--- src/rtl/glyph_ser_pkg.sv ---
package glyph_ser_pkg;
  localparam int unsigned COLOR_W = 4;
  typedef logic [COLOR_W-1:0] color_t;
endpackage

--- src/rtl/glyph_ser_shift.sv ---
module glyph_ser_shift #(
  parameter int unsigned GLYPH_W = 8,
  parameter int unsigned ATTR_W  = 8,
  localparam int unsigned CNT_W  = $clog2(GLYPH_W + 2)
) (
  input  logic              clk_i,
  input  logic              rst_ni,
  input  logic              load_i,
  input  logic              half_rate_i,
  input  logic              nine_dot_i,
  input  logic [GLYPH_W-1:0] glyph_i,
  input  logic [ATTR_W-1:0]  attr_i,
  input  logic              ul_i,
  input  logic              lg_i,
  output logic              dot_on_o,
  output logic [ATTR_W-1:0]  attr_o
);
  localparam int unsigned EXT_N = 1 << CNT_W;

  logic [GLYPH_W-1:0] glyph_q;
  logic [ATTR_W-1:0]  attr_q;
  logic               ul_q, lg_q, phase_q;
  logic [CNT_W-1:0]   dot_q, last_dot;
  logic [EXT_N-1:0]   dot_bits;
  logic               adv, live;

  assign last_dot = nine_dot_i ? CNT_W'(GLYPH_W + 1) : CNT_W'(GLYPH_W);
  assign adv      = !half_rate_i || phase_q;
  assign live     = dot_q < last_dot;

  // dot index d maps to glyph bit GLYPH_W-1-d; slot GLYPH_W is the ninth dot
  always_comb begin
    dot_bits = '0;
    dot_bits[GLYPH_W] = lg_q & glyph_q[0];
  end
  for (genvar d = 0; d < GLYPH_W; d++) begin : g_rev
    always_comb dot_bits_rev[d] = glyph_q[GLYPH_W-1-d];
  end
  logic [GLYPH_W-1:0] dot_bits_rev;
  logic [EXT_N-1:0]   dot_map;
  assign dot_map = dot_bits | EXT_N'(dot_bits_rev);

  always_ff @(posedge clk_i or negedge rst_ni) begin
    if (!rst_ni) begin
      glyph_q <= '0;
      attr_q  <= '0;
      ul_q    <= 1'b0;
      lg_q    <= 1'b0;
      phase_q <= 1'b0;
      dot_q   <= CNT_W'(GLYPH_W + 1);
    end else if (load_i) begin
      glyph_q <= glyph_i;
      attr_q  <= attr_i;
      ul_q    <= ul_i;
      lg_q    <= lg_i;
      phase_q <= 1'b0;
      dot_q   <= '0;
    end else begin
      phase_q <= half_rate_i ? ~phase_q : 1'b0;
      if (adv && live) dot_q <= dot_q + 1'b1;
    end
  end

  assign dot_on_o = live & (dot_map[dot_q] | ul_q);
  assign attr_o   = attr_q;


  no_overrun_chk: assert property (@(posedge clk_i) disable iff (!rst_ni)
    dot_q <= CNT_W'(GLYPH_W + 1));

  load_restart_chk: assert property (@(posedge clk_i) disable iff (!rst_ni)
    load_i |=> dot_q == '0);

  dot_hold_chk: assert property (@(posedge clk_i) disable iff (!rst_ni)
    (!load_i && !adv) |=> $stable(dot_q));
endmodule

--- src/rtl/glyph_ser_color.sv ---
module glyph_ser_color
  import glyph_ser_pkg::*;
#(
  parameter int unsigned ATTR_W = 2 * COLOR_W
) (
  input  logic              dot_on_i,
  input  logic [ATTR_W-1:0] attr_i,
  input  logic              blink_en_i,
  input  logic              blink_on_i,
  output color_t            color_o
);
  logic   blink_cell, show_fg;
  color_t fg, bg;

  assign blink_cell = blink_en_i & attr_i[ATTR_W-1];
  assign fg = attr_i[COLOR_W-1:0];
  assign bg = blink_cell ? {1'b0, attr_i[ATTR_W-2:COLOR_W]} : attr_i[ATTR_W-1:COLOR_W];
  assign show_fg = dot_on_i & ~(blink_cell & ~blink_on_i);
  assign color_o = show_fg ? fg : bg;
endmodule

--- src/rtl/glyph_ser.sv ---
module glyph_ser
  import glyph_ser_pkg::*;
#(
  parameter int unsigned GLYPH_W = 8,
  localparam int unsigned ATTR_W = 2 * COLOR_W
) (
  input  logic               clk_i,
  input  logic               rst_ni,
  input  logic               load_i,
  input  logic [GLYPH_W-1:0] glyph_i,
  input  logic [ATTR_W-1:0]  attr_i,
  input  logic               ul_i,
  input  logic               lg_i,
  input  logic               nine_dot_i,
  input  logic               half_rate_i,
  input  logic               blink_en_i,
  input  logic               blink_on_i,
  input  logic               gfx_mode_i,
  input  logic [COLOR_W-1:0] pix_i,
  output logic [COLOR_W-1:0] color_o,
  output logic               char_sel_o
);
  logic              dot_on;
  logic [ATTR_W-1:0] attr_q;
  color_t            text_color;

  glyph_ser_shift #(.GLYPH_W(GLYPH_W), .ATTR_W(ATTR_W)) u_shift (
    .clk_i, .rst_ni, .load_i, .half_rate_i, .nine_dot_i,
    .glyph_i, .attr_i, .ul_i, .lg_i,
    .dot_on_o(dot_on), .attr_o(attr_q)
  );

  glyph_ser_color #(.ATTR_W(ATTR_W)) u_color (
    .dot_on_i(dot_on), .attr_i(attr_q), .blink_en_i, .blink_on_i,
    .color_o(text_color)
  );

  assign color_o    = gfx_mode_i ? pix_i : text_color;
  assign char_sel_o = attr_q[3];


  char_sel_chk: assert property (@(posedge clk_i) disable iff (!rst_ni)
    load_i |=> char_sel_o == $past(attr_i[3]));

  blink_off_chk: assert property (@(posedge clk_i) disable iff (!rst_ni)
    (!gfx_mode_i && blink_en_i && !blink_on_i && attr_q[ATTR_W-1])
      |-> color_o == {1'b0, attr_q[ATTR_W-2:COLOR_W]});

  gfx_ignore_chk: assert property (@(posedge clk_i) disable iff (!rst_ni)
    (gfx_mode_i && $stable(pix_i) && $past(gfx_mode_i)) |-> $stable(color_o));
endmodule

--- config.mk ---
export PLATFORM = sky130hd
export DESIGN_NAME = glyph_ser
export DESIGN_NICKNAME = d
export VERILOG_FILES = /design/src/rtl/glyph_ser_pkg.sv /design/src/rtl/glyph_ser_shift.sv /design/src/rtl/glyph_ser_color.sv /design/src/rtl/glyph_ser.sv
export SDC_FILE = /design/constraint.sdc
export NUM_CORES = 1
export LEC_CHECK = 0
export ABC_AREA = 1
export BUFFER_PORTS_ARGS = -buffer_cell sky130_fd_sc_hd__clkbuf_2
export CORE_MARGIN = 5
export CORE_UTILIZATION = 40
export CTS_BUF_LIST = sky130_fd_sc_hd__clkbuf_16
export CTS_CLUSTER_SIZE = 24
export DETAILED_ROUTE_END_ITERATION = 12
export GPL_TIMING_DRIVEN = 0
export HOLD_SLACK_MARGIN = 0.02
export PLACE_DENSITY = 0.63
export SETUP_SLACK_MARGIN = 0.02
export SLEW_MARGIN = 20
export SYNTH_ARGS = -nofsm -noshare
export SYNTH_HDL_FRONTEND = slang
export SYNTH_SLANG_ARGS = --single-unit
--- constraint.sdc ---
create_clock -name clk_i -period 1.75 [get_ports clk_i]
set_input_delay 0.35 -clock clk_i [delete_from_list [all_inputs] [get_ports clk_i]]
set_output_delay 0.35 -clock clk_i [all_outputs]
set_load 0.03 [all_outputs]
### Word level (Yosys, flattened, before mapping)

Cells that the tools add are included.

* register bits: 23
* word-level logic and storage cells: 33
* bits of input ports: 30

* bitwise logic cells: 10
* reduce and logical (&&, ||, !) cells: 4
* multiplexer cells: 10
* order comparisons: 2
* $add $sub $neg: 1

Operators by type and width (number)
* 2-to-1 mux 4 bit: 5
* bitwise OR 9 x 8 -> 9 bit: 1
* AND 1 bit: 5
* less-than comparator 4 x 5 -> 1 bit, second input constant: 1
* adder 4 x 1 -> 4 bit, second input constant: 1
* binary-select mux 1 bit (select 4 bit): 1
* less-than comparator 4 bit: 1
* 2-to-1 mux 1 bit: 4
* inverter 1 bit: 3
* nonzero test 2 bit: 1
* logical AND 1 bit: 1
* logical NOT 1 bit: 1
* logical OR 1 bit: 1
* bitwise OR 1 bit: 1

### Logic depth before layout (Yosys ltp)

* word-level depth: 9
* mapped depth: 10
* depth with buffers taken out: 10

### Hierarchy

A second synthesis with hierarchy kept.

* cells, all modules: 159
* area total of the unflattened synthesis: 1198.6 um2

Modules (own cells, without submodules)
* glyph_ser_shift: instances 1, cells an instance 130, sequential area each 578.1 um2, area an instance 1072.3 um2
* glyph_ser_color: instances 1, cells an instance 16, sequential area each 0.0 um2, area an instance 77.6 um2
* glyph_ser: instances 1, cells an instance 13, sequential area each 0.0 um2, area an instance 48.8 um2

### Worst setup path before layout

Ideal clock, no wire load.

* kind: register to output
* from: register u_shift.dot_q[0]
* to: output color_o[3]
* required time: 1.400 ns
* setup slack: 0.019 ns
* buffers on the path: 0
* data arrival time: 1.381 ns
* stages on the path, launching flop included: 11
* cells stage by stage: dfstp_2 -> inv_2 -> nand2_1 -> nand3_2 -> nand3_2 -> nand3_2 -> nand2_4 -> nand2_4 -> nand2_1 -> nand3_1 -> nand2_1

* word-level cells in the longest chain between the ends: 7
* elaborated cells between the ends (all ways): 8
* those cells by class: order compare: 1; mux: 4; bitwise: 3

RTL lines
* from (decl): line glyph_ser_shift.sv:23 `logic [CNT_W-1:0] dot_q, last_dot;`
* from (signal assigned): line glyph_ser_shift.sv:50 `dot_q <= CNT_W'(GLYPH_W + 1);`
* from (signal assigned): line glyph_ser_shift.sv:60 `if (adv && live) dot_q <= dot_q + 1'b1;`
* binary-select mux 1 bit (select 4 bit): line glyph_ser_shift.sv:64 `assign dot_on_o = live & (dot_map[dot_q] | ul_q);`
* 2-to-1 mux 1 bit (not written as such): line glyph_ser_shift.sv:64
* bitwise OR 1 bit: line glyph_ser_shift.sv:64
* AND 1 bit *: line glyph_ser_shift.sv:64
* AND 1 bit *: line glyph_ser_color.sv:18 `assign show_fg = dot_on_i & ~(blink_cell & ~blink_on_i);`
* 2-to-1 mux 4 bit *: line glyph_ser_color.sv:19 `assign color_o = show_fg ? fg : bg;`
* 2-to-1 mux 4 bit *: line glyph_ser.sv:38 `assign color_o = gfx_mode_i ? pix_i : text_color;`
* to (decl): line glyph_ser.sv:20 `output logic [COLOR_W-1:0] color_o,`

Mark *: on every way between the ends. The rest lies on a longest branch, timed or not. The select of a mux whose other input is x is not followed.

### Worst setup path in the final report

Same ends and word-level chain as after synthesis.

==> summary.md <==
| Metric | Value |
|---|---|
| Detailed-route DRC error count | 0 |
| Crit Path Class | reg2out |
| Slew HR | 0.6185 |
| FMAX | 478.5 MHz |
| Fill cell count | 256 |
| Die Area | 4125 sq um |
| Count leader, synth | nand2_1 |
| Post-synthesis sequential area ratio | 0.4915 |
| CTS sink count | 23 |
| Ys flop type | dfrtp_1 |
| Reg-to-reg startpoint | u_shift.dot_q[0] |
| Layout area overhead | 35.74% |
| Worst path cell trace | inv_4 > nand2_2 > nand3_1 > nand3_2 > nand3_2 > nand2_4 > nand2_4 > nand2_2 > nand3_2 > nand2_2 > buf_8 |
| Fin Clk Skew | 0.002614 ns |
| Yosys warns | 0 |
| Final nets | 220 |
| Critical Path RT | 1.40 ns |
| Worst-path clk slew | 0.06 ns |
| DP Worst Slack | -0.1420 ns |
| Initial Utilization | 0.4229 |
| Async SR Flop Fraction | 1.000 |
| RSZ-0062 raised after global routing | yes |
| Overall power | 1.452 mW |
| R2R depth | 8 |
| Worst ir drop on vdd | 0.5702 mV |
| Htree depth | 1 |
| CTS tree | yes |
| MaxCap Viol Count | 0 |
| PnR worst setup slack | -0.3401 ns |
| Worst endpoint data arrival time | 1.74 ns |
| IO Port Bufs | 33 |
| WL/cell | 12.16 microns |
| Synthesized instance count | 147 |
| First-pass GRT wire length | 4588 microns |
| CP bufs+invs | 2 |
| Placed cells | 211 |
| Final Hold Fails | 0 |
| Number of diodes | 0 |
| Post-Syn Area | 1176 sq um |
| Setup-failing EPs final | 4 |
| Via count | 1,081 |
| Top delay family on crit path | simple AND/OR/NAND/NOR gates |
| DR pass1 iterations | 4 |
| Worst hold path type | in2async |
| Antenna violations before repair | 0 |
| Commonest cells in the synthesized netlist | 41 x nand2_1, 24 x inv_1, 21 x dfrtp_1 |
| Worst skew pair latency | 0.25 ns |
| GP Congestion | 0.7817 |
| Clock Path Buffers | 2 |
| CP max stage cell | dfstp_2 |
| Number of library cell types mapped by synthesis | 20 |
| CTS root buffer | clkbuf_16 |
| Number of synthesized flops with an enable pin | 0 |
| DP HPWL | 2036 microns |
| Avg Synthesized Cell Area | 8.001 sq um |
| Final Max Slew Viols | 0 |
| Total Wirelength | 2662 microns |
| Std cell rows | 19 |
| Worst r2r dst | u_shift.dot_q[2] |
| DRT iter0 DRCs | 37 |
| CP max stage delay | 0.59 ns |
| GRT Total Usage | 0.1367 |
| GR Overflow Total | 0 |
| Post-Syn Nets | 178 |
| Largest net degree at the start of global routing | 24 |
| Final period util | 1.194 |
| Core ar. | 2781 sq um |
| TritonCTS buffer count | 3 |
| Post-route setup TNS | -1.289 ns |
| Minimum clock period | 2.090 ns |
| Cell accounting for the most synthesized area | dfrtp_1 |
| Routed Antenna Nets | 0 |
| Post-synth top area share | 0.4468 |
| Vias in the first global route | 1,113 |
| Worst R2R Setup Slack | 0.36 ns |
| Pin slew with the least headroom to its limit | 0.5723 ns |
| Pwr dens | 909.2 nW/um^2 |
| Failing checks | setup timing |
| Crit-path max FO | 7 |
| CP endpoint kind | primary output |
| CP Launch Type | flop |
| Final Instance Count excl. Fillers | 219 |
| Chip width | 64.23 microns |
| WHS | 0.07803 ns |
| Area contributors post-synth | dfrtp_1 45%, nand2_1 13%, o21ai_0 7.7%, inv_1 7.7%, nand3_1 5.5% |
| Yosys reg bits | 23 |
| Layout cells sized above 1 | 0.3883 |
| Height of the die | 64.23 microns |
| Lkg Pwr | 0.8292 nW |
| IO Count | 35 |
| Vias/cell | 4.936 |
| Status | finished with violations |
==> logic make-up after synthesis <==
family,after synthesis,synth area share
mux,1,0.009574
flops,23,0.4915
compound gates,24,0.1192
fa+ha+maj,1,0.01064
buf+inv,30,0.09575
simple gates,68,0.2734
==> report_power, final <==
| part | switching [mW] | internal (mW) |
|---|---|---|
| registers | 0.0239 | 0.579 |
| clock network | 0.184 | 0.307 |
| logic | 0.205 | 0.153 |
==> repair_timing <==
item / 4_1_cts / 5_1_grt
hold buffers: 0 / 0
pin swaps: 0 / 5
gates resized for setup: 9 / 21
buffers inserted: 3 / 1
endpoints found under the setup margin: 4 / 4
==> cell type report <==
| type | instances | area, sq um | share of cell area |
|---|---|---|---|
| Sequential cell | 23 | 579.3 | 0.3629 |
| Multi-Input combinational cell | 94 | 540.5 | 0.3386 |
| Timing Repair Buffer | 37 | 242.7 | 0.1520 |
| Inverter | 26 | 100.1 | 0.06270 |
| Clock buffer | 3 | 75.07 | 0.04702 |
| Tap cell | 31 | 38.79 | 0.02429 |
| Buffer | 4 | 15.01 | 0.009404 |
| Clock inverter | 1 | 5.005 | 0.003135 |
==> metal layers <==
metal / up-vias / routed length, microns / track usage / part of all wire
li1: 547 / - / - / -
met1: 502 / 1144 / 0.1547 / 0.43
met2: 27 / 1294 / 0.2437 / 0.49
met3: 5 / 178 / 0.03503 / 0.067
met4: 0 / 44 / 0.05344 / 0.017
met5: - / 0 / 0 / 0
==> state kept, by name (all words and copies together) (netlist names) <==
signal and count:
u_shift.dot_q 4, u_shift.phase_q 1, u_shift.glyph_q 8, u_shift.ul_q 1, u_shift.lg_q 1, u_shift.attr_o 8
==> stage by stage <==
step	utilization	area [sq um]
2_1_floorplan	-	1186
3_3_place_gp	0.4998	1390
3_5_place_dp	0.4998	1390
4_1_cts	0.5502	1530
5_1_grt	0.5740	1597
6_report	0.5740	1597
==> cell usage in the layout, fill, tap and decap left out <==
cell and instances:
inv_1 24, nand3_1 8, clkbuf_1 3, nor3_1 3, nor2_1 3, ha_1 1
mux2_2 1, buf_6 2, nand3_2 10, inv_2 1, nor2_2 1, nand2_2 11
dfrtp_2 1, o21ai_1 1, dfrtp_1 20, nand2_1 30, a21oi_4 1, dfstp_2 2
inv_4 1, buf_1 1, clkbuf_2 29, buf_4 2, clkinv_2 1, buf_8 4
nand2_4 2, clkbuf_16 3, o21ai_2 1, o21a_1 1, a211oi_1 1, a21oi_1 2
o21ai_0 17
==> worst max-delay path by stage <==
stage                                 from         end  cells past startpoint
after CTS                 u_shift.dot_q[0]  color_o[1]                     11
after global routing      u_shift.dot_q[0]  color_o[3]                     11
after global placement    u_shift.dot_q[0]  color_o[1]                     11
after floorplan           u_shift.dot_q[0]  color_o[3]                     10
after detailed placement  u_shift.dot_q[0]  color_o[1]                     11
final                     u_shift.dot_q[0]  color_o[3]                     11
No activity file was read; power rests on OpenSTA's default activity.
